**src/rtl/addr_rx_pkg.sv**
```systemverilog
package addr_rx_pkg;
  localparam int DATA_W = 8;
  localparam int OSR    = 16;
  localparam int NFLAG  = 3;

  typedef struct packed {
    logic              addr;
    logic              brk;
    logic              frm;
    logic              par;
    logic [DATA_W-1:0] data;
  } rx_char_t;

  typedef enum logic [2:0] {
    RX_IDLE  = 3'd0,
    RX_START = 3'd1,
    RX_DATA  = 3'd2,
    RX_NINTH = 3'd3,
    RX_STOP  = 3'd4,
    RX_BRKW  = 3'd5
  } rx_state_e;
endpackage

```
**src/rtl/addr_rx_sampler.sv**
```systemverilog
module addr_rx_sampler
  import addr_rx_pkg::*;
(
  input  logic     clk,
  input  logic     rst_n,
  input  logic     tick,
  input  logic     rxd,
  input  logic     rx_en,
  input  logic     par_en,
  input  logic     par_odd,
  input  logic     multidrop,
  output logic     push,
  output rx_char_t push_char
);
  localparam int CNT_W = $clog2(OSR);
  localparam int IDX_W = $clog2(DATA_W);
  localparam logic [CNT_W-1:0] MID_CNT  = CNT_W'(OSR / 2 - 1);
  localparam logic [CNT_W-1:0] END_CNT  = CNT_W'(OSR - 1);
  localparam logic [IDX_W-1:0] LAST_IDX = IDX_W'(DATA_W - 1);

  logic [1:0]        sync_q;
  rx_state_e         state_q, state_d;
  logic [CNT_W-1:0]  cnt_q, cnt_d;
  logic [IDX_W-1:0]  idx_q, idx_d;
  logic [DATA_W-1:0] shift_q, shift_d;
  logic              ninth_q, ninth_d;
  logic              rx_s, has9, line_break;

  assign rx_s = sync_q[1];
  assign has9 = par_en | multidrop;

  // two-stage input synchronizer, line idles high
  always_ff @(posedge clk or negedge rst_n) begin
    if (!rst_n) sync_q <= 2'b11;
    else        sync_q <= {sync_q[0], rxd};
  end

  // frame content seen at the stop-bit centre
  assign line_break = (shift_q == '0) && !(has9 && ninth_q) && !rx_s;

  always_comb begin
    push_char.data = shift_q;
    push_char.frm  = !rx_s;
    push_char.brk  = line_break;
    push_char.addr = multidrop & ninth_q;
    push_char.par  = par_en & !multidrop & !line_break &
                     (((^shift_q) ^ ninth_q) != par_odd);
  end

  always_comb begin
    state_d = state_q;
    cnt_d   = cnt_q;
    idx_d   = idx_q;
    shift_d = shift_q;
    ninth_d = ninth_q;
    push    = 1'b0;
    if (!rx_en) begin
      state_d = RX_IDLE;
    end else if (tick) begin
      unique case (state_q)
        RX_IDLE: begin
          if (!rx_s) begin
            state_d = RX_START;
            cnt_d   = CNT_W'(1);
          end
        end
        RX_START: begin
          if (cnt_q == MID_CNT) begin
            if (!rx_s) begin
              state_d = RX_DATA;
              cnt_d   = '0;
              idx_d   = '0;
              ninth_d = 1'b0;
            end else begin
              state_d = RX_IDLE;
            end
          end else begin
            cnt_d = cnt_q + CNT_W'(1);
          end
        end
        RX_DATA: begin
          if (cnt_q == END_CNT) begin
            shift_d = {rx_s, shift_q[DATA_W-1:1]};
            cnt_d   = '0;
            if (idx_q == LAST_IDX) state_d = has9 ? RX_NINTH : RX_STOP;
            else                   idx_d   = idx_q + IDX_W'(1);
          end else begin
            cnt_d = cnt_q + CNT_W'(1);
          end
        end
        RX_NINTH: begin
          if (cnt_q == END_CNT) begin
            ninth_d = rx_s;
            cnt_d   = '0;
            state_d = RX_STOP;
          end else begin
            cnt_d = cnt_q + CNT_W'(1);
          end
        end
        RX_STOP: begin
          if (cnt_q == END_CNT) begin
            push    = 1'b1;
            cnt_d   = '0;
            state_d = line_break ? RX_BRKW : RX_IDLE;
          end else begin
            cnt_d = cnt_q + CNT_W'(1);
          end
        end
        RX_BRKW: begin
          if (rx_s) state_d = RX_IDLE;
        end
        default: state_d = RX_IDLE;
      endcase
    end
  end

  always_ff @(posedge clk or negedge rst_n) begin
    if (!rst_n) begin
      state_q <= RX_IDLE;
      cnt_q   <= '0;
      idx_q   <= '0;
      shift_q <= '0;
      ninth_q <= 1'b0;
    end else begin
      state_q <= state_d;
      cnt_q   <= cnt_d;
      idx_q   <= idx_d;
      shift_q <= shift_d;
      ninth_q <= ninth_d;
    end
  end
endmodule

```
**src/rtl/addr_rx_fifo.sv**
```systemverilog
module addr_rx_fifo
  import addr_rx_pkg::*;
#(
  parameter int DEPTH = 8
) (
  input  logic     clk,
  input  logic     rst_n,
  input  logic     flush,
  input  logic     push,
  input  rx_char_t push_char,
  input  logic     pop_req,
  output rx_char_t head,
  output logic     empty,
  output logic     full,
  output logic     overflow,
  output logic     arrive,
  output rx_char_t arrive_char
);
  localparam int PTR_W = (DEPTH > 1) ? $clog2(DEPTH) : 1;
  localparam int CNT_W = $clog2(DEPTH + 1);
  localparam logic [CNT_W-1:0] FULL_CNT = CNT_W'(DEPTH);
  localparam logic [PTR_W-1:0] LAST_PTR = PTR_W'(DEPTH - 1);

  rx_char_t          mem [DEPTH];
  logic [PTR_W-1:0]  rd_q, rd_d, wr_q, wr_d;
  logic [CNT_W-1:0]  cnt_q, cnt_d;
  logic              pop_ok, accept;

  function automatic logic [PTR_W-1:0] bump(input logic [PTR_W-1:0] p);
    return (p == LAST_PTR) ? '0 : p + PTR_W'(1);
  endfunction

  assign empty    = (cnt_q == '0);
  assign full     = (cnt_q == FULL_CNT);
  assign head     = mem[rd_q];
  assign pop_ok   = pop_req & !empty & !flush;
  assign accept   = push & (!full | pop_ok) & !flush;
  assign overflow = push & full & !pop_ok & !flush;

  // which character becomes the new head this cycle
  always_comb begin
    arrive      = 1'b0;
    arrive_char = push_char;
    if (empty && accept) begin
      arrive = 1'b1;
    end else if (pop_ok && (cnt_q > CNT_W'(1))) begin
      arrive      = 1'b1;
      arrive_char = mem[bump(rd_q)];
    end else if (pop_ok && accept) begin
      arrive = 1'b1;
    end
  end

  always_comb begin
    rd_d  = rd_q;
    wr_d  = wr_q;
    cnt_d = cnt_q;
    if (flush) begin
      rd_d  = '0;
      wr_d  = '0;
      cnt_d = '0;
    end else begin
      if (pop_ok) rd_d = bump(rd_q);
      if (accept) wr_d = bump(wr_q);
      cnt_d = cnt_q + CNT_W'(accept) - CNT_W'(pop_ok);
    end
  end

  always_ff @(posedge clk or negedge rst_n) begin
    if (!rst_n) begin
      rd_q  <= '0;
      wr_q  <= '0;
      cnt_q <= '0;
    end else begin
      rd_q  <= rd_d;
      wr_q  <= wr_d;
      cnt_q <= cnt_d;
    end
  end

  // storage array carries no reset
  always_ff @(posedge clk) begin
    if (accept) mem[wr_q] <= push_char;
  end
endmodule

```
**src/rtl/addr_rx_status.sv**
```systemverilog
module addr_rx_status
  import addr_rx_pkg::*;
(
  input  logic             clk,
  input  logic             rst_n,
  input  logic             flush,
  input  logic             clr,
  input  logic             block,
  input  logic             overflow,
  input  logic             arrive,
  input  logic [NFLAG-1:0] arrive_flags,
  input  logic             head_valid,
  input  logic [NFLAG-1:0] head_flags,
  output logic [NFLAG-1:0] err_flags,
  output logic             ovr
);
  logic [NFLAG-1:0] acc_q, acc_d;
  logic             ovr_q, ovr_d;

  always_comb begin
    acc_d = (flush | clr) ? '0 : acc_q;
    if (arrive) acc_d = acc_d | arrive_flags;
    ovr_d = ((flush | clr) ? 1'b0 : ovr_q) | overflow;
  end

  always_ff @(posedge clk or negedge rst_n) begin
    if (!rst_n) begin
      acc_q <= '0;
      ovr_q <= 1'b0;
    end else begin
      acc_q <= acc_d;
      ovr_q <= ovr_d;
    end
  end

  assign err_flags = block ? acc_q : (head_valid ? head_flags : '0);
  assign ovr       = ovr_q;
endmodule

```
**src/rtl/addr_rx_channel.sv**
```systemverilog
module addr_rx_channel
  import addr_rx_pkg::*;
#(
  parameter int DEPTH = 8
) (
  input  logic              clk,
  input  logic              rst_n,
  input  logic              tick16,
  input  logic              rxd,
  input  logic              cfg_par_en,
  input  logic              cfg_par_odd,
  input  logic              cfg_multidrop,
  input  logic              cfg_block_err,
  input  logic              cmd_enable,
  input  logic              cmd_disable,
  input  logic              cmd_reset,
  input  logic              cmd_clr_err,
  input  logic              rd_stb,
  output logic [DATA_W-1:0] rd_data,
  output logic              rd_addr_flag,
  output logic              rdy,
  output logic              full,
  output logic              err_parity,
  output logic              err_frame,
  output logic              err_break,
  output logic              err_overrun
);
  logic [1:0]       rst_sync_q;
  logic             rst_i_n;
  logic             rx_en_q, rx_en_d;
  logic             push, empty, overflow, arrive;
  rx_char_t         push_char, head, arrive_char;
  logic [NFLAG-1:0] err_flags;

  // asynchronous assert, synchronous release
  always_ff @(posedge clk or negedge rst_n) begin
    if (!rst_n) rst_sync_q <= 2'b00;
    else        rst_sync_q <= {rst_sync_q[0], 1'b1};
  end
  assign rst_i_n = rst_sync_q[1];

  always_comb begin
    rx_en_d = rx_en_q;
    if (cmd_reset || cmd_disable) rx_en_d = 1'b0;
    else if (cmd_enable)          rx_en_d = 1'b1;
  end

  always_ff @(posedge clk or negedge rst_i_n) begin
    if (!rst_i_n) rx_en_q <= 1'b0;
    else          rx_en_q <= rx_en_d;
  end

  addr_rx_sampler u_sampler (
    .clk       (clk),
    .rst_n     (rst_i_n),
    .tick      (tick16),
    .rxd       (rxd),
    .rx_en     (rx_en_q),
    .par_en    (cfg_par_en),
    .par_odd   (cfg_par_odd),
    .multidrop (cfg_multidrop),
    .push      (push),
    .push_char (push_char)
  );

  addr_rx_fifo #(.DEPTH(DEPTH)) u_fifo (
    .clk         (clk),
    .rst_n       (rst_i_n),
    .flush       (cmd_reset),
    .push        (push),
    .push_char   (push_char),
    .pop_req     (rd_stb),
    .head        (head),
    .empty       (empty),
    .full        (full),
    .overflow    (overflow),
    .arrive      (arrive),
    .arrive_char (arrive_char)
  );

  addr_rx_status u_status (
    .clk          (clk),
    .rst_n        (rst_i_n),
    .flush        (cmd_reset),
    .clr          (cmd_clr_err),
    .block        (cfg_block_err),
    .overflow     (overflow),
    .arrive       (arrive),
    .arrive_flags ({arrive_char.brk, arrive_char.frm, arrive_char.par}),
    .head_valid   (!empty),
    .head_flags   ({head.brk, head.frm, head.par}),
    .err_flags    (err_flags),
    .ovr          (err_overrun)
  );

  assign rdy          = !empty;
  assign rd_data      = empty ? '0 : head.data;
  assign rd_addr_flag = !empty & head.addr;
  assign err_break    = err_flags[2];
  assign err_frame    = err_flags[1];
  assign err_parity   = err_flags[0];
endmodule

```
**config.mk**
```make
export PLATFORM = sky130hd
export DESIGN_NAME = addr_rx_channel
export DESIGN_NICKNAME = d
export VERILOG_FILES = /design/src/rtl/addr_rx_pkg.sv /design/src/rtl/addr_rx_sampler.sv /design/src/rtl/addr_rx_fifo.sv /design/src/rtl/addr_rx_status.sv /design/src/rtl/addr_rx_channel.sv
export SDC_FILE = /design/constraint.sdc
export NUM_CORES = 1
export LEC_CHECK = 0
export BUFFER_PORTS_ARGS = -buffer_cell sky130_fd_sc_hd__buf_2
export CAP_MARGIN = 20
export CELL_PAD_IN_SITES_DETAIL_PLACEMENT = 1
export CELL_PAD_IN_SITES_GLOBAL_PLACEMENT = 1
export CORE_ASPECT_RATIO = 0.6
export CORE_MARGIN = 5
export CORE_UTILIZATION = 56
export CTS_CLUSTER_DIAMETER = 200
export CTS_CLUSTER_SIZE = 24
export DETAILED_ROUTE_END_ITERATION = 8
export MAX_ROUTING_LAYER = met4
export PLACE_DENSITY_LB_ADDON = 0.12
export SETUP_SLACK_MARGIN = 0.5
export SLEW_MARGIN = 20
export SYNTH_ARGS = -nofsm -noshare
export SYNTH_HDL_FRONTEND = slang
export SYNTH_SLANG_ARGS = --single-unit
```
**constraint.sdc**
```tcl
create_clock -name clk -period 4.3 [get_ports clk]
set_input_delay 0 -clock clk [delete_from_list [all_inputs] [get_ports clk]]
set_output_delay 0 -clock clk [all_outputs]
set_load 0.02 [all_outputs]
```
Word-level counts from Yosys, hierarchy flattened
Memory sizes are Yosys's and may differ from the RTL's.
Cells that the tools add are included.
{"block": "word_totals", "ff_bits": 38, "ramBits": 96, "in_bits": 13, "out_inout_bits": 15, "elab_cells": 150, "n_memories": 1}
{"block": "classes", "addsub": 6, "order_cmp": 1, "n_eq_ne": 27, "muxes": 53, "bitwise": 18, "reduce_logical": 31}
{"name": "u_fifo.mem", "depth": 8, "width": 12, "read_ports": 2, "rd_ports_with_merged_regs": 0, "write_ports": 1, "line_no": "addr_rx_fifo.sv:24", "rtl": "rx_char_t mem [DEPTH];"}
{"cell": "3-bit two-way mux", "count": 25}
{"cell": "11-bit two-way mux", "count": 2}
{"cell": "4-bit two-way mux", "count": 5}
{"cell": "3-bit by 2-bit != test with 1-bit output, second input constant", "count": 6}
{"cell": "3-bit case mux with 6 select lines", "count": 1}
{"cell": "3-bit equality test, second input constant", "count": 5}
{"cell": "1-bit two-way mux", "count": 15}
{"cell": "1-bit bitwise AND", "count": 12}
{"cell": "4-bit case mux with 3 select lines", "count": 1}
{"cell": "2-bit nonzero test", "count": 5}
{"cell": "3-bit by 1-bit adder with 3-bit output, second input constant", "count": 3}
{"cell": "4-bit equality test, second input constant", "count": 2}
{"cell": "1-bit zero test", "count": 8}
{"cell": "8-bit zero test", "count": 1}
{"cell": "8-bit two-way mux", "count": 1}
{"cell": "2-bit != test, second input constant", "count": 4}
{"cell": "8-bit AND reduction", "count": 1}
{"cell": "8-bit XOR reduction", "count": 1}
{"cell": "7-bit AND reduction", "count": 1}
{"cell": "3-bit by 2-bit equality test with 1-bit output, second input constant", "count": 2}
{"cell": "1-bit logical AND", "count": 6}
{"cell": "2-bit by 1-bit != test with 1-bit output, second input constant", "count": 3}
{"cell": "3-bit != test, second input constant", "count": 2}
{"cell": "3-bit case mux with 2 select lines", "count": 1}
{"cell": "20 further kinds", "count": 23}

Longest topological paths before layout
Gate-level depths: netlist of the first run.
{"block": "logic_depth", "ltp_word": 12, "mapped_depth": 12}

Modules after synthesis
From an unflattened synthesis of the first run, not the netlist that was laid out.
{"block": "unflattened", "hier_cells": 521, "hier_area_um2": 6936.7}
{"mod": "addr_rx_fifo", "n_inst": 1, "cells_each": 346, "area_each_um2": 5296.3}
{"mod": "addr_rx_sampler", "n_inst": 1, "cells_each": 144, "area_each_um2": 1318.8}
{"mod": "addr_rx_status", "n_inst": 1, "cells_each": 15, "area_each_um2": 173.9}
{"mod": "addr_rx_channel", "n_inst": 1, "cells_each": 16, "area_each_um2": 147.6}

Least setup slack after synthesis of the first run
Ideal clock, no wire load.
{"block": "synth_timing", "path_type": "reg-to-reg", "start": "reg u_fifo.cnt_q[2]", "end": "mem u_fifo.mem[1][0] (netlist bit), enable pin", "setup_ps": 396, "arrival_ps": 2276, "required_time_ps": 3904, "setup_slack_ps": 1627, "path_stages_with_launch": 8, "synth_period_minus_slack_ps": 2673, "cell_sequence": "dfrtp_1 inv_1 ha_1 nor3b_1 o21a_1 nor4_2 nand2_1 nor3_1"}
{"block": "synth_between", "word_cells_on_any_way": 11, "cone_classes": "1 x eq/ne; 2 x mux; 5 x bitwise; 3 x reduce/logical"}
{"element": "from (decl)", "line_no": "addr_rx_fifo.sv:26", "rtl": "logic [CNT_W-1:0] cnt_q, cnt_d;"}
{"element": "from (signal assigned)", "line_no": "addr_rx_fifo.sv:77", "rtl": "cnt_q <= cnt_d;"}
{"element": "4-bit equality test", "line_no": "addr_rx_fifo.sv:34", "rtl": "assign full = (cnt_q == FULL_CNT);"}
{"element": "via full", "line_no": "addr_rx_channel.sv:22", "rtl": "output logic full,"}
{"element": "1-bit zero test", "line_no": "addr_rx_fifo.sv:37", "rtl": "assign accept = push & (!full | pop_ok) & !flush;"}
{"element": "1-bit bitwise OR", "line_no": "addr_rx_fifo.sv:37"}
{"element": "1-bit bitwise AND (2 in series)", "line_no": "addr_rx_fifo.sv:37"}
{"element": "1-bit two-way mux", "line_no": "addr_rx_fifo.sv:83", "rtl": "if (accept) mem[wr_q] <= push_char;"}
{"element": "1-bit two-way mux (not written as such)", "line_no": "addr_rx_fifo.sv:83"}
{"element": "to (decl)", "line_no": "addr_rx_fifo.sv:24"}
The timed path passes the listed nets, and every way through them passes these cells.

Worst setup path in the final report of the first run
{"block": "layout_timing", "start": "reg u_fifo.rd_q[0]", "end": "reg u_status.acc_q[0]"}
{"block": "layout_between", "elab_chain_len": 7, "word_cells_on_any_way": 8, "cone_classes": "1 x add/sub; 1 x eq/ne; 4 x mux; 1 x bitwise; 1 x memory"}
{"element": "from (decl)", "line_no": "addr_rx_fifo.sv:25", "rtl": "logic [PTR_W-1:0] rd_q, rd_d, wr_q, wr_d;"}
{"element": "from (signal assigned)", "line_no": "addr_rx_fifo.sv:75", "rtl": "rd_q <= rd_d;"}
{"element": "3-bit by 1-bit adder with 3-bit output or 3-bit equality test (tied branches)", "line_no": "addr_rx_fifo.sv:30", "rtl": "return (p == LAST_PTR) ? '0 : p + PTR_W'(1);"}
{"element": "3-bit two-way mux *", "line_no": "addr_rx_fifo.sv:30"}
{"element": "memory 8 x 12 bit *"}
{"element": "11-bit two-way mux *", "line_no": "addr_rx_fifo.sv:46", "rtl": "end else if (pop_ok && (cnt_q > CNT_W'(1))) begin"}
{"element": "11-bit two-way mux *", "line_no": "addr_rx_fifo.sv:44", "rtl": "if (empty && accept) begin"}
{"element": "3-bit bitwise OR *", "line_no": "addr_rx_status.sv:22", "rtl": "if (arrive) acc_d = acc_d | arrive_flags;"}
{"element": "3-bit two-way mux *", "line_no": "addr_rx_status.sv:22"}
{"element": "via u_status.acc_d[0]", "line_no": "addr_rx_status.sv:17", "rtl": "logic [NFLAG-1:0] acc_q, acc_d;"}
{"element": "to (signal assigned)", "line_no": "addr_rx_status.sv:28", "rtl": "acc_q <= '0;"}
{"element": "to (signal assigned)", "line_no": "addr_rx_status.sv:31", "rtl": "acc_q <= acc_d;"}
{"element": "to (decl)", "line_no": "addr_rx_status.sv:17"}
Mark *: on every way through the listed nets, which the timed path passes. The rest lies on a longest branch.
A chain may end at the register's enable or synchronous reset.

==> impl_metrics.ini, run 1 <==
[status]
status = finished, final reports clean

[clock_tree]
clkSinkCount = 134
cts_tree = done
numCtsBuffers = 17
clkLatencyLatePin_ns = 0.42
cts_buffer_depth = 2
htreeDepth = 4
clk_pin_slew_ns = 0.06
root_buffer = clkbuf_16
post_cts.repair.setup_buffers = 0

[global_route]
grt_start_max_net_pins = 37
grt-ovfl-total = 0
antenna_found_initial = 0
grt_pass1_vias = 4175
grt_use_total = 0.2766
grt_pass1_wl_mm = 26.24

[yosys]
synth_area_um2 = 6202
ys_warn_count = 0
synthSimpleGateAreaFrac = 0.09824
synth_area_per_cell_um2 = 14.56
yosys.area.top_type = edfxtp_1
synth.area.mux_share = 0.1475
synth-seq-cells = 134
synthAdderAreaFrac = 0.03954
synth_edf_count = 96
synthFlopType = edfxtp_1
synth_compound_area_frac = 0.05669
synth_top_area_share = 0.4648
synth_area_leaders = edfxtp_1, dfrtp_1, mux4_2
synth_cells = 426
synth_top_family_by_area = multiplexers
synth_xor_area_frac = 0.01210
ys_seq_area_frac = 0.6185
syn-num-nets = 458
synth_cell_types = 63
async_flop_share = 0.2836

[setup_path]
end_kind = flip-flop
crit_type = reg -> reg
startpoint = u_fifo.rd_q[0]
crit_path_start_kind = flip-flop
r2r-end = u_status.acc_q[0]
crit_fanout = 33
r2r_cells = 7
r2r_slack_ns = 1.44
r2r_start = u_fifo.rd_q[0]
crit_arrival_ns = 3.14
cp.required_ns = 4.58
cp-endpoint = u_status.acc_q[0]

[placed_design]
placed_cell_area_um2 = 6467
gp_congestion = 0.8907
place_worst_setup_slack_ns = 1.434
dp_hpwl_mm = 10.75
io_buffer_count = 27
place_inst = 579

[detailed_routing]
drcViolationCount = 0
first_iter_violations = 469
vias = 4042
drt_wl_total_mm = 17.15
postRouteAntennaNets = 0
vias_per_cell = 6.498
drt_pre_antenna_iters = 5
routedWlPerCell_um = 27.57

[timing]
tightest_slew_ns = 1.019
timing.hold.ws_ns = 0.03563
finalCritPeriodShare = 0.6641
fin_ws_ns = 1.444
skew_ns = 0.01022
finalSetupViolCount = 0
maxSlewHeadroom = 0.3171
max_freq_ghz = 0.3502
final.min_clock_period_ns = 2.856
rsz0062_at_grt = no
final-hold-violation-count = 0
totalNegativeSetupSlack_ns = 0
slew_viol_final = 0

[layout]
syn2layout_area_growth_pct = 15.80
mostFrequentLayoutCells = edfxtp_1, dfrtp_1, nor2_1
diodes = 0
finalNetCount = 502
layout_commonest_cell = edfxtp_1
final_cell_count_no_fill = 622
final_layout_size_suffix_gt1_frac = 0.2257
fin_area_um2 = 7182

[floorplan]
fp.dieH_um = 91.52
core_um2 = 10700
num_io_pins = 28
start_util = 0.5794
die_area_um2 = 13350
die_w_um = 145.9
num_rows = 29

[power_and_ir_drop]
power_density_nw_per_um2 = 514.8
ir_worst_vdd_mv = 0.3119
p_leak_nw = 2.381

[worst_hold_path]
hold_path_class = in -> reg

[job]
cap_violations = 0
-- cells in the mapped netlist, types with 3 or more instances --
| library cell | n |
|---|---|
| a21oi_1 | 10 |
| a22o_1 | 5 |
| buf_2 | 10 |
| clkbuf_1 | 4 |
| dfrtp_1 | 36 |
| edfxtp_1 | 96 |
| ha_1 | 18 |
| inv_1 | 19 |
| mux2_2 | 3 |
| mux2i_1 | 25 |
| mux4_2 | 27 |
| nand2_1 | 29 |
| nand2b_1 | 13 |
| nand3_1 | 8 |
| nand4_1 | 3 |
| nor2_1 | 37 |
| nor2b_1 | 6 |
| nor3_1 | 4 |
| o21ai_0 | 3 |
| o21ai_1 | 13 |
| xnor2_1 | 6 |
-- report_power, final --
group          leakage (nW)  switching (mW)  total, mW  internal (mW)
combinational          1.04           0.508      0.799          0.291
sequential             1.06          0.0199       1.42           1.40
clock                 0.289           0.538       1.47          0.936
-- through the flow --
step	utilization	power (mW)
final	0.6710	3.697
after CTS	0.6690	3.714
after floorplan	-	1.998
after global placement	0.6033	2.196
after detailed placement	0.6042	2.227
after global routing	0.6710	3.828
-- layer usage --
layer | track usage | routed length, um | vias up
met3 | 0.07960 | 1668 | 35
met1 | 0.3815 | 7301 | 2075
li1 | - | - | 1701
met2 | 0.3993 | 7863 | 231
met5 | - | 0 | -
met4 | 0.09005 | 318 | 0
-- worst min path at each step --
stage	startpoint	endpoint	slack (ns)	cells after the start
floorplan	rst_n	rst_sync_q[0]	-0.30	0
global placement	rst_n	rst_sync_q[1]	-0.21	1
detailed placement	rst_n	rst_sync_q[1]	-0.21	1
CTS	cfg_par_en	u_status.acc_q[0]	0.002	3
global route	cfg_par_en	u_status.acc_q[0]	0.02	3
finish	cfg_par_en	u_status.acc_q[0]	0.04	3
-- cell families after synthesis --
kind of cell,after synthesis
AO/OA/AOI/OAI,51
XOR/XNOR,7
adder cells (fa/ha/maj),19
buffers and inverters,38
flip-flops,134
multiplexers,57
other,1
AND/OR/NAND/NOR,119
-- layout make-up --
| cell class | instances | area, um^2 |
|---|---|---|
| clock buffers | 22 | 464.2 |
| repair buffers | 42 | 272.8 |
| multi-input cells | 254 | 2226 |
| fillers | 991 | 3522 |
| clock inverters | 10 | 128.9 |
| flip-flops and latches | 134 | 3837 |
| well taps | 139 | 173.9 |
| inverters | 21 | 78.83 |
-- flip-flops by register name, summed over array words and instances, names as in the netlist, 2 cells and up --
signal / flops
u_sampler.sync_q: 2
u_fifo.mem: 96
u_sampler.idx_q: 3
u_sampler.cnt_q: 4
u_sampler.state_q: 3
u_status.acc_q: 3
u_fifo.wr_q: 3
u_fifo.rd_q: 3
u_sampler.shift_q: 8
u_fifo.cnt_q: 4
rst_sync_q: 2
-- timing repair --
action	4_1_cts	5_1_grt
hold buffers	10	0
endpoints found under the hold margin	15	0
resized for setup	0	0
-- critical path, cell delays in order, from the launching register on --
cell     delay (ns)
dfrtp_2        0.38
buf_4          0.31
ha_1           0.31
ha_1           0.51
mux4_2         0.57
nor4b_1        0.33
o41a_1         0.21
o31ai_1        0.08
(Power assumes the default switching activity.)
==> run 2, diff against run 1 <==
--- a/config.mk
+++ b/config.mk
@@ -11,7 +11,7 @@
 export CELL_PAD_IN_SITES_GLOBAL_PLACEMENT = 1
 export CORE_ASPECT_RATIO = 0.6
 export CORE_MARGIN = 5
-export CORE_UTILIZATION = 56
+export CORE_UTILIZATION = 52
 export CTS_CLUSTER_DIAMETER = 200
 export CTS_CLUSTER_SIZE = 24
 export DETAILED_ROUTE_END_ITERATION = 8
==> constraint.sdc (replaced) <==
create_clock -name clk -period 2.9 [get_ports clk]
set_input_delay 0 -clock clk [delete_from_list [all_inputs] [get_ports clk]]
set_output_delay 0 -clock clk [all_outputs]
set_load 0.02 [all_outputs]
==> impl_metrics.ini, run 2 (synthesis results as in run 1) <==
[clock_tree]
clkLatencyLatePin_ns = 0.42
post_cts.repair.setup_buffers = 0
clk_pin_slew_ns = 0.06
root_buffer = clkbuf_16
clkSinkCount = 134
htreeDepth = 4
cts_buffer_depth = 2
numCtsBuffers = 17
cts_tree = done

[setup_path]
crit_path_start_kind = flip-flop
end_kind = output port
r2r_slack_ns = 0.63
crit_type = reg -> out
crit_arrival_ns = 2.30
crit_fanout = 32
cp.required_ns = 2.90

[detailed_routing]
vias = 3851
vias_per_cell = 5.888
drt_wl_total_mm = 15.79
routedWlPerCell_um = 24.14
postRouteAntennaNets = 0
drt_pre_antenna_iters = 5
first_iter_violations = 327
drcViolationCount = 0

[timing]
finalSetupViolCount = 0
finalCritPeriodShare = 0.7936
max_freq_ghz = 0.4345
skew_ns = 0.007322
tightest_slew_ns = 0.8266
slew_viol_final = 0
totalNegativeSetupSlack_ns = 0
fin_ws_ns = 0.5986
final-hold-violation-count = 0
final.min_clock_period_ns = 2.301
maxSlewHeadroom = 0.4489
rsz0062_at_grt = yes

[global_route]
grt_pass1_vias = 4283
grt_start_max_net_pins = 33
grt_use_total = 0.2530
antenna_found_initial = 0
grt-ovfl-total = 0
grt_pass1_wl_mm = 25.34

[placed_design]
place_inst = 612
place_worst_setup_slack_ns = 0.4213
io_buffer_count = 27
placed_cell_area_um2 = 6586
dp_hpwl_mm = 10.38
gp_congestion = 0.7768

[layout]
n_fill_cell = 1059
regMostFlops = u_fifo.mem
diodes = 0
finalNetCount = 513
fin_util = 0.6422
layout_commonest_cell = edfxtp_1
largest_register_ffs = 96
mostFrequentLayoutCells = edfxtp_1, nor2_1, dfrtp_1
final_cell_count_no_fill = 654
top_regs = u_fifo.mem (96), u_sampler.shift_q (8)
syn2layout_area_growth_pct = 18.92
fin_area_um2 = 7376
final_layout_size_suffix_gt1_frac = 0.2652

[floorplan]
num_io_pins = 28
die_w_um = 151.0
start_util = 0.5400
num_rows = 30
core_um2 = 11490
fp.dieH_um = 94.60
die_area_um2 = 14280

[status]
status = finished, final reports clean

[power_and_ir_drop]
power_density_nw_per_um2 = 765.2
p_leak_nw = 2.519
ir_worst_vdd_mv = 0.4727

[worst_hold_path]
hold_path_class = in -> reg

[job]
cap_violations = 0
-- run 2: cell type report --
type | count | area, um^2 | area share
clock buffer | 18 | 429.2 | 0.05818
clock inverter | 14 | 197.7 | 0.02680
inverter | 21 | 78.83 | 0.01069
multi-input combinational | 254 | 2251 | 0.3052
sequential | 134 | 3844 | 0.5211
tap | 160 | 200.2 | 0.02714
timing repair buffer | 53 | 375.4 | 0.05089
-- run 2: through the flow --
step	hold WS [ns]	total power [mW]
after global routing	0.05268	5.871
final	0.06279	5.644
after floorplan	-0.2956	2.962
after detailed placement	-0.2102	3.321
after global placement	-0.2141	3.282
after CTS	0.0003998	5.644
-- run 2: timing repair --
| action | 4_1_cts | 5_1_grt |
|---|---|---|
| gates resized for setup | 4 | 14 |
| hold buffers | 10 | 0 |
| hold endpoints to repair | 16 | 0 |
| cloned | 0 | 0 |
| endpoints found under the setup margin | 32 | 110 |
| pin swaps | 0 | 1 |
-- run 2: metal layers --
| layer | vias up | share of wire | global-route usage | routed length [um] |
|---|---|---|---|---|
| li1 | 1721 | - | - | - |
| met3 | 27 | 0.057 | 0.06139 | 902 |
| met4 | 0 | 0.016 | 0.07014 | 246 |
| met5 | - | 0 | - | 0 |
| met2 | 125 | 0.47 | 0.3777 | 7465 |
| met1 | 1978 | 0.45 | 0.3507 | 7174 |
-- run 2: critical path, cell delays in order, from the launching register on --
cell and delay [ns]:
dfrtp_2 0.39, buf_12 0.26, mux4_2 0.55, mux2_2 0.31
a22o_1 0.21, buf_2 0.16
-- run 2: path summary, 6_finish.rpt --
kind / start / endpoint / depth (start not counted)
min in group asynchronous: rst_sync_q[1] / u_fifo.rd_q[1] / 0
setup / recovery: u_fifo.rd_q[0] / err_break / 5
hold reg to reg: rst_sync_q[1] / u_fifo.rd_q[1] / 0
max in group asynchronous: rst_sync_q[1] / u_sampler.sync_q[1] / 1
setup reg to reg: u_fifo.rd_q[0] / u_status.acc_q[0] / 6
hold / removal: cfg_par_en / u_status.acc_q[0] / 3
-- run 2: power breakdown --
part / switching [mW] / total (mW) / internal [mW]
clock network: 0.848 / 2.30 / 1.45
registers: 0.0395 / 2.12 / 2.08
logic: 0.740 / 1.23 / 0.486
==> run 3, diff against run 2 <==
--- a/config.mk
+++ b/config.mk
@@ -5,13 +5,14 @@
 export SDC_FILE = /design/constraint.sdc
 export NUM_CORES = 1
 export LEC_CHECK = 0
+export ABC_AREA = 1
 export BUFFER_PORTS_ARGS = -buffer_cell sky130_fd_sc_hd__buf_2
 export CAP_MARGIN = 20
 export CELL_PAD_IN_SITES_DETAIL_PLACEMENT = 1
 export CELL_PAD_IN_SITES_GLOBAL_PLACEMENT = 1
 export CORE_ASPECT_RATIO = 0.6
 export CORE_MARGIN = 5
-export CORE_UTILIZATION = 52
+export CORE_UTILIZATION = 48
 export CTS_CLUSTER_DIAMETER = 200
 export CTS_CLUSTER_SIZE = 24
 export DETAILED_ROUTE_END_ITERATION = 8
==> constraint.sdc (replaced) <==
create_clock -name clk -period 2.3 [get_ports clk]
set_input_delay 0 -clock clk [delete_from_list [all_inputs] [get_ports clk]]
set_output_delay 0 -clock clk [all_outputs]
set_load 0.02 [all_outputs]
==> impl_metrics.ini, run 3 <==
[status]
status = stopped before the end
stop_stage = global routing (5_1_grt)
stop_error = [ERROR DPL-0033] detailed placement checks failed during check placement.

[clock_tree]
htreeDepth = 4
clkSinkCount = 134
root_buffer = clkbuf_16
cts_buffer_depth = 2
numCtsBuffers = 17

[yosys]
synth_area_per_cell_um2 = 9.637
yosys-top-cells-count = nand2_1, o21ai_0, edfxtp_1, nor2_1, inv_1
synth_area_leaders = edfxtp_1, dfrtp_1, o21ai_0
ys_warn_count = 0
ys_seq_area_frac = 0.6050
synthFlopType = edfxtp_1
syn-num-nets = 690
synth_cells = 658
yosys.area.top_type = edfxtp_1
synth_most_common_cell = nand2_1
async_flop_share = 0.2836
synth_edf_count = 96
synth_top_area_share = 0.4546
synth_cell_types = 33
synth_area_um2 = 6341
synth-seq-cells = 134

[placed_design]
gp_congestion = 0.8647
dp_hpwl_mm = 13.06
io_buffer_count = 27
placed_cell_area_um2 = 6969

[timing]
postGrtWorstEndpoint = u_fifo.mem[4][11]$_DFFE_PP_/DE
endpoint_type = sequential cell input

[floorplan]
start_util = 0.4918
fp.dieH_um = 99.03
num_io_pins = 28
die_w_um = 158.4
num_rows = 32

[global_route]
antenna_found_initial = 0
grt_start_max_net_pins = 37
run 3: changes by cell type after synthesis, moves of 9 or more:
cell	before	now
nor2_1	37	88
a31oi_1	0	9
mux4_2	27	0
nand3_1	8	42
mux2i_1	25	0
inv_1	19	74
nand2b_1	13	0
clkbuf_1	4	16
nand2_1	29	110
o21ai_0	3	97
run 3: kinds of logic after synthesis:
logic type / Yosys count / share of synthesized area
flops: 134 / 0.6050
xor+xnor: 1 / 0.001381
simple gates: 267 / 0.1802
other cells: 1 / 0.0005914
fa+ha+maj: 19 / 0.03867
compound gates: 137 / 0.1144
buf+inv: 99 / 0.05979
run 3: repair_timing:
| action | CTS |
|---|---|
| gates cloned | 12 |
| setup buffers | 43 |
| hold buffers | 7 |
| resized for setup | 191 |
| setup endpoints to repair | 130 |
| hold endpoints to repair | 10 |
| pin swaps | 45 |
run 3: metrics by stage:
stage / hold slack (ns) / std cells / setup slack, ns
2_1_floorplan: -0.2956 / 658 / 0.2849
3_3_place_gp: -0.2158 / 858 / 0.2306
3_5_place_dp: -0.2095 / 858 / 0.1439
4_1_cts: 0.005238 / 952 / 0.2086
==> run 4, diff against run 3 <==
--- a/config.mk
+++ b/config.mk
@@ -8,17 +8,10 @@
 export ABC_AREA = 1
 export BUFFER_PORTS_ARGS = -buffer_cell sky130_fd_sc_hd__buf_2
 export CAP_MARGIN = 20
-export CELL_PAD_IN_SITES_DETAIL_PLACEMENT = 1
-export CELL_PAD_IN_SITES_GLOBAL_PLACEMENT = 1
-export CORE_ASPECT_RATIO = 0.6
 export CORE_MARGIN = 5
-export CORE_UTILIZATION = 48
-export CTS_CLUSTER_DIAMETER = 200
-export CTS_CLUSTER_SIZE = 24
+export CORE_UTILIZATION = 40
 export DETAILED_ROUTE_END_ITERATION = 8
-export MAX_ROUTING_LAYER = met4
-export PLACE_DENSITY_LB_ADDON = 0.12
-export SETUP_SLACK_MARGIN = 0.5
+export PLACE_DENSITY_LB_ADDON = 0.15
 export SLEW_MARGIN = 20
 export SYNTH_ARGS = -nofsm -noshare
 export SYNTH_HDL_FRONTEND = slang
==> impl_metrics.ini, run 4 <==
[status]
status = finished, final reports clean

[yosys]
synth_most_common_cell = nand2_1
ys_seq_area_frac = 0.6050
syn-num-nets = 690
synthFlopType = edfxtp_1
synth_edf_count = 96
synth_area_per_cell_um2 = 9.637
synth_cells = 658
yosys.area.top_type = edfxtp_1
synth-seq-cells = 134
async_flop_share = 0.2836
synth_area_leaders = edfxtp_1, dfrtp_1, o21ai_0
synth_area_um2 = 6341
synth_top_area_share = 0.4546
ys_warn_count = 0
yosys-top-cells-count = nand2_1, o21ai_0, edfxtp_1, nor2_1, inv_1
synth_cell_types = 33

[job]
cap_violations = 0

[setup_path]
r2r_start = u_sampler.cnt_q[0]
r2r-end = u_fifo.mem[7][5]
crit_path_start_kind = flip-flop
crit_type = reg -> out
end_kind = output port
r2r_slack_ns = 0.16
startpoint = u_fifo.rd_q[0]
cp.required_ns = 2.30
r2r_cells = 10
crit_fanout = 31
crit_arrival_ns = 2.15

[detailed_routing]
drcViolationCount = 0
drt_wl_total_mm = 14.63
routedWlPerCell_um = 15.36
vias = 4769
first_iter_violations = 327
vias_per_cell = 5.009
drt_pre_antenna_iters = 4
postRouteAntennaNets = 0

[layout]
diodes = 0
regMostFlops = u_fifo.mem
largest_register_ffs = 96
mostFrequentLayoutCells = nand2_1, o21ai_0, edfxtp_1
top_regs = u_fifo.mem (96), u_sampler.shift_q (8)
layout_commonest_cell = nand2_1
finalNetCount = 755
final_layout_size_suffix_gt1_frac = 0.1698
syn2layout_area_growth_pct = 20.58

[clock_tree]
clkLatencyLatePin_ns = 0.41
clkSinkCount = 134
cts_buffer_depth = 2
cts_tree = done
numCtsBuffers = 17
clk_pin_slew_ns = 0.06
htreeDepth = 4
root_buffer = clkbuf_16

[power_and_ir_drop]
power_density_nw_per_um2 = 953.9
sw_frac_of_total = 0.3250
internal-power_mw = 4.923
seqPwrFrac = 0.367
combPwrFrac = 0.275
ir_worst_vdd_mv = 0.5170
switchingPower_mw = 2.371
clkPwrFrac = 0.358
p_leak_nw = 3.238

[timing]
rsz0062_at_grt = yes
final.min_clock_period_ns = 2.151
skew_ns = 0.008093
finalSetupViolCount = 0
max_freq_ghz = 0.4648
timing.hold.ws_ns = 0.03880
finalCritPeriodShare = 0.9354
maxSlewHeadroom = 0.5360
slew_viol_final = 0
tightest_slew_ns = 0.6952
final-hold-violation-count = 0
totalNegativeSetupSlack_ns = 0

[global_route]
antenna_found_initial = 0
grt_use_total = 0.1679
grt_pass1_wl_mm = 23.87
grt_start_max_net_pins = 53
grt_pass1_vias = 4746
grt-ovfl-total = 0

[worst_hold_path]
hold_path_class = in -> reg
hold_end = u_sampler.state_q[2]
hold_depth = 5
hp-start = tick16

[floorplan]
fp.dieH_um = 135.9
num_io_pins = 28
num_rows = 46
die_area_um2 = 18470
die_w_um = 135.9
start_util = 0.4036
core_um2 = 15710

[placed_design]
dp_hpwl_mm = 10.34
io_buffer_count = 27
gp_congestion = 0.8641
## run 4: cell counts after synthesis
No cell type changed its count.
## run 4: area by class of cell
type,instances,area (um^2)
Inverter,77,292.8
Clock buffer,20,446.7
Timing Repair Buffer,68,486.7
Tap cell,216,270.3
Sequential cell,134,3836
Fill cell,1466,8066
Clock inverter,12,127.6
Multi-Input combinational cell,425,2186
## run 4: cell families (layout without fill, tap and decap cells)
group / count (synthesis) / after routing / share of synthesized area
other: 1 / 1 / 0.0005914
flip-flops: 134 / 134 / 0.6050
XOR/XNOR: 1 / 1 / 0.001381
adder cells (fa/ha/maj): 19 / 19 / 0.03867
buffers and inverters: 99 / 177 / 0.05979
AND/OR/NAND/NOR: 267 / 267 / 0.1802
AO/OA/AOI/OAI: 137 / 137 / 0.1144
## run 4: timing repair
action / 4_1_cts / 5_1_grt
setup endpoints to repair: 3 / 60
hold endpoints to repair: 13 / 0
gates resized for setup: 1 / 8
cloned: 0 / 0
hold buffers: 8 / 0
buffers inserted: 3 / 0
pin swaps: 0 / 1
## run 4: through the flow
| stage | cells | power [mW] | util | setup WS (ns) | area, um^2 |
|---|---|---|---|---|---|
| global placement | 909 | 4.687 | 0.4416 | 0.1203 | 6939 |
| CTS | 952 | 7.340 | 0.4850 | 0.03569 | 7620 |
| floorplan | 658 | 4.027 | - | -0.2695 | 6356 |
| global route | 952 | 7.677 | 0.4866 | -0.009852 | 7646 |
| detailed placement | 909 | 4.690 | 0.4416 | 0.07037 | 6939 |
| finish | 952 | 7.294 | 0.4866 | 0.1485 | 7646 |
## run 4: worst max path at each step
| stage | to | slack (ns) | cells past startpoint |
|---|---|---|---|
| detailed placement | u_fifo.cnt_q[2] | 0.07 | 11 |
| global route | u_fifo.mem[7][5] | -0.01 | 10 |
| floorplan | u_fifo.mem[0][0] | -0.27 | 8 |
| global placement | u_fifo.cnt_q[2] | 0.12 | 11 |
| finish | rd_data[7] | 0.15 | 5 |
| CTS | rd_data[6] | 0.04 | 7 |
## run 4: power groups by stage
stage / combinational (mW) / sequential [mW] / clock, mW
CTS: 2.01 / 2.68 / 2.66
detailed placement: 1.97 / 2.72 / 0
floorplan: 1.31 / 2.71 / 0
global placement: 1.97 / 2.72 / 0
global route: 2.22 / 2.68 / 2.77
finish: 2.00 / 2.68 / 2.61
## run 4: per-layer routing
layer / vias to the layer above / wire [um] / global-route usage
met1: 2296 / 6757 / 0.2253
li1: 2355 / - / -
met2: 97 / 6998 / 0.2688
met3: 21 / 617 / 0.04071
met4: 0 / 251 / 0.05599
met5: - / 0 / 0
## run 4: critical path, cell delays in order, from the launching register on
cell     delay (ns)
dfrtp_1        0.42
inv_2          0.39
buf_4          0.26
o21ai_0        0.16
a31oi_1        0.27
buf_2          0.22
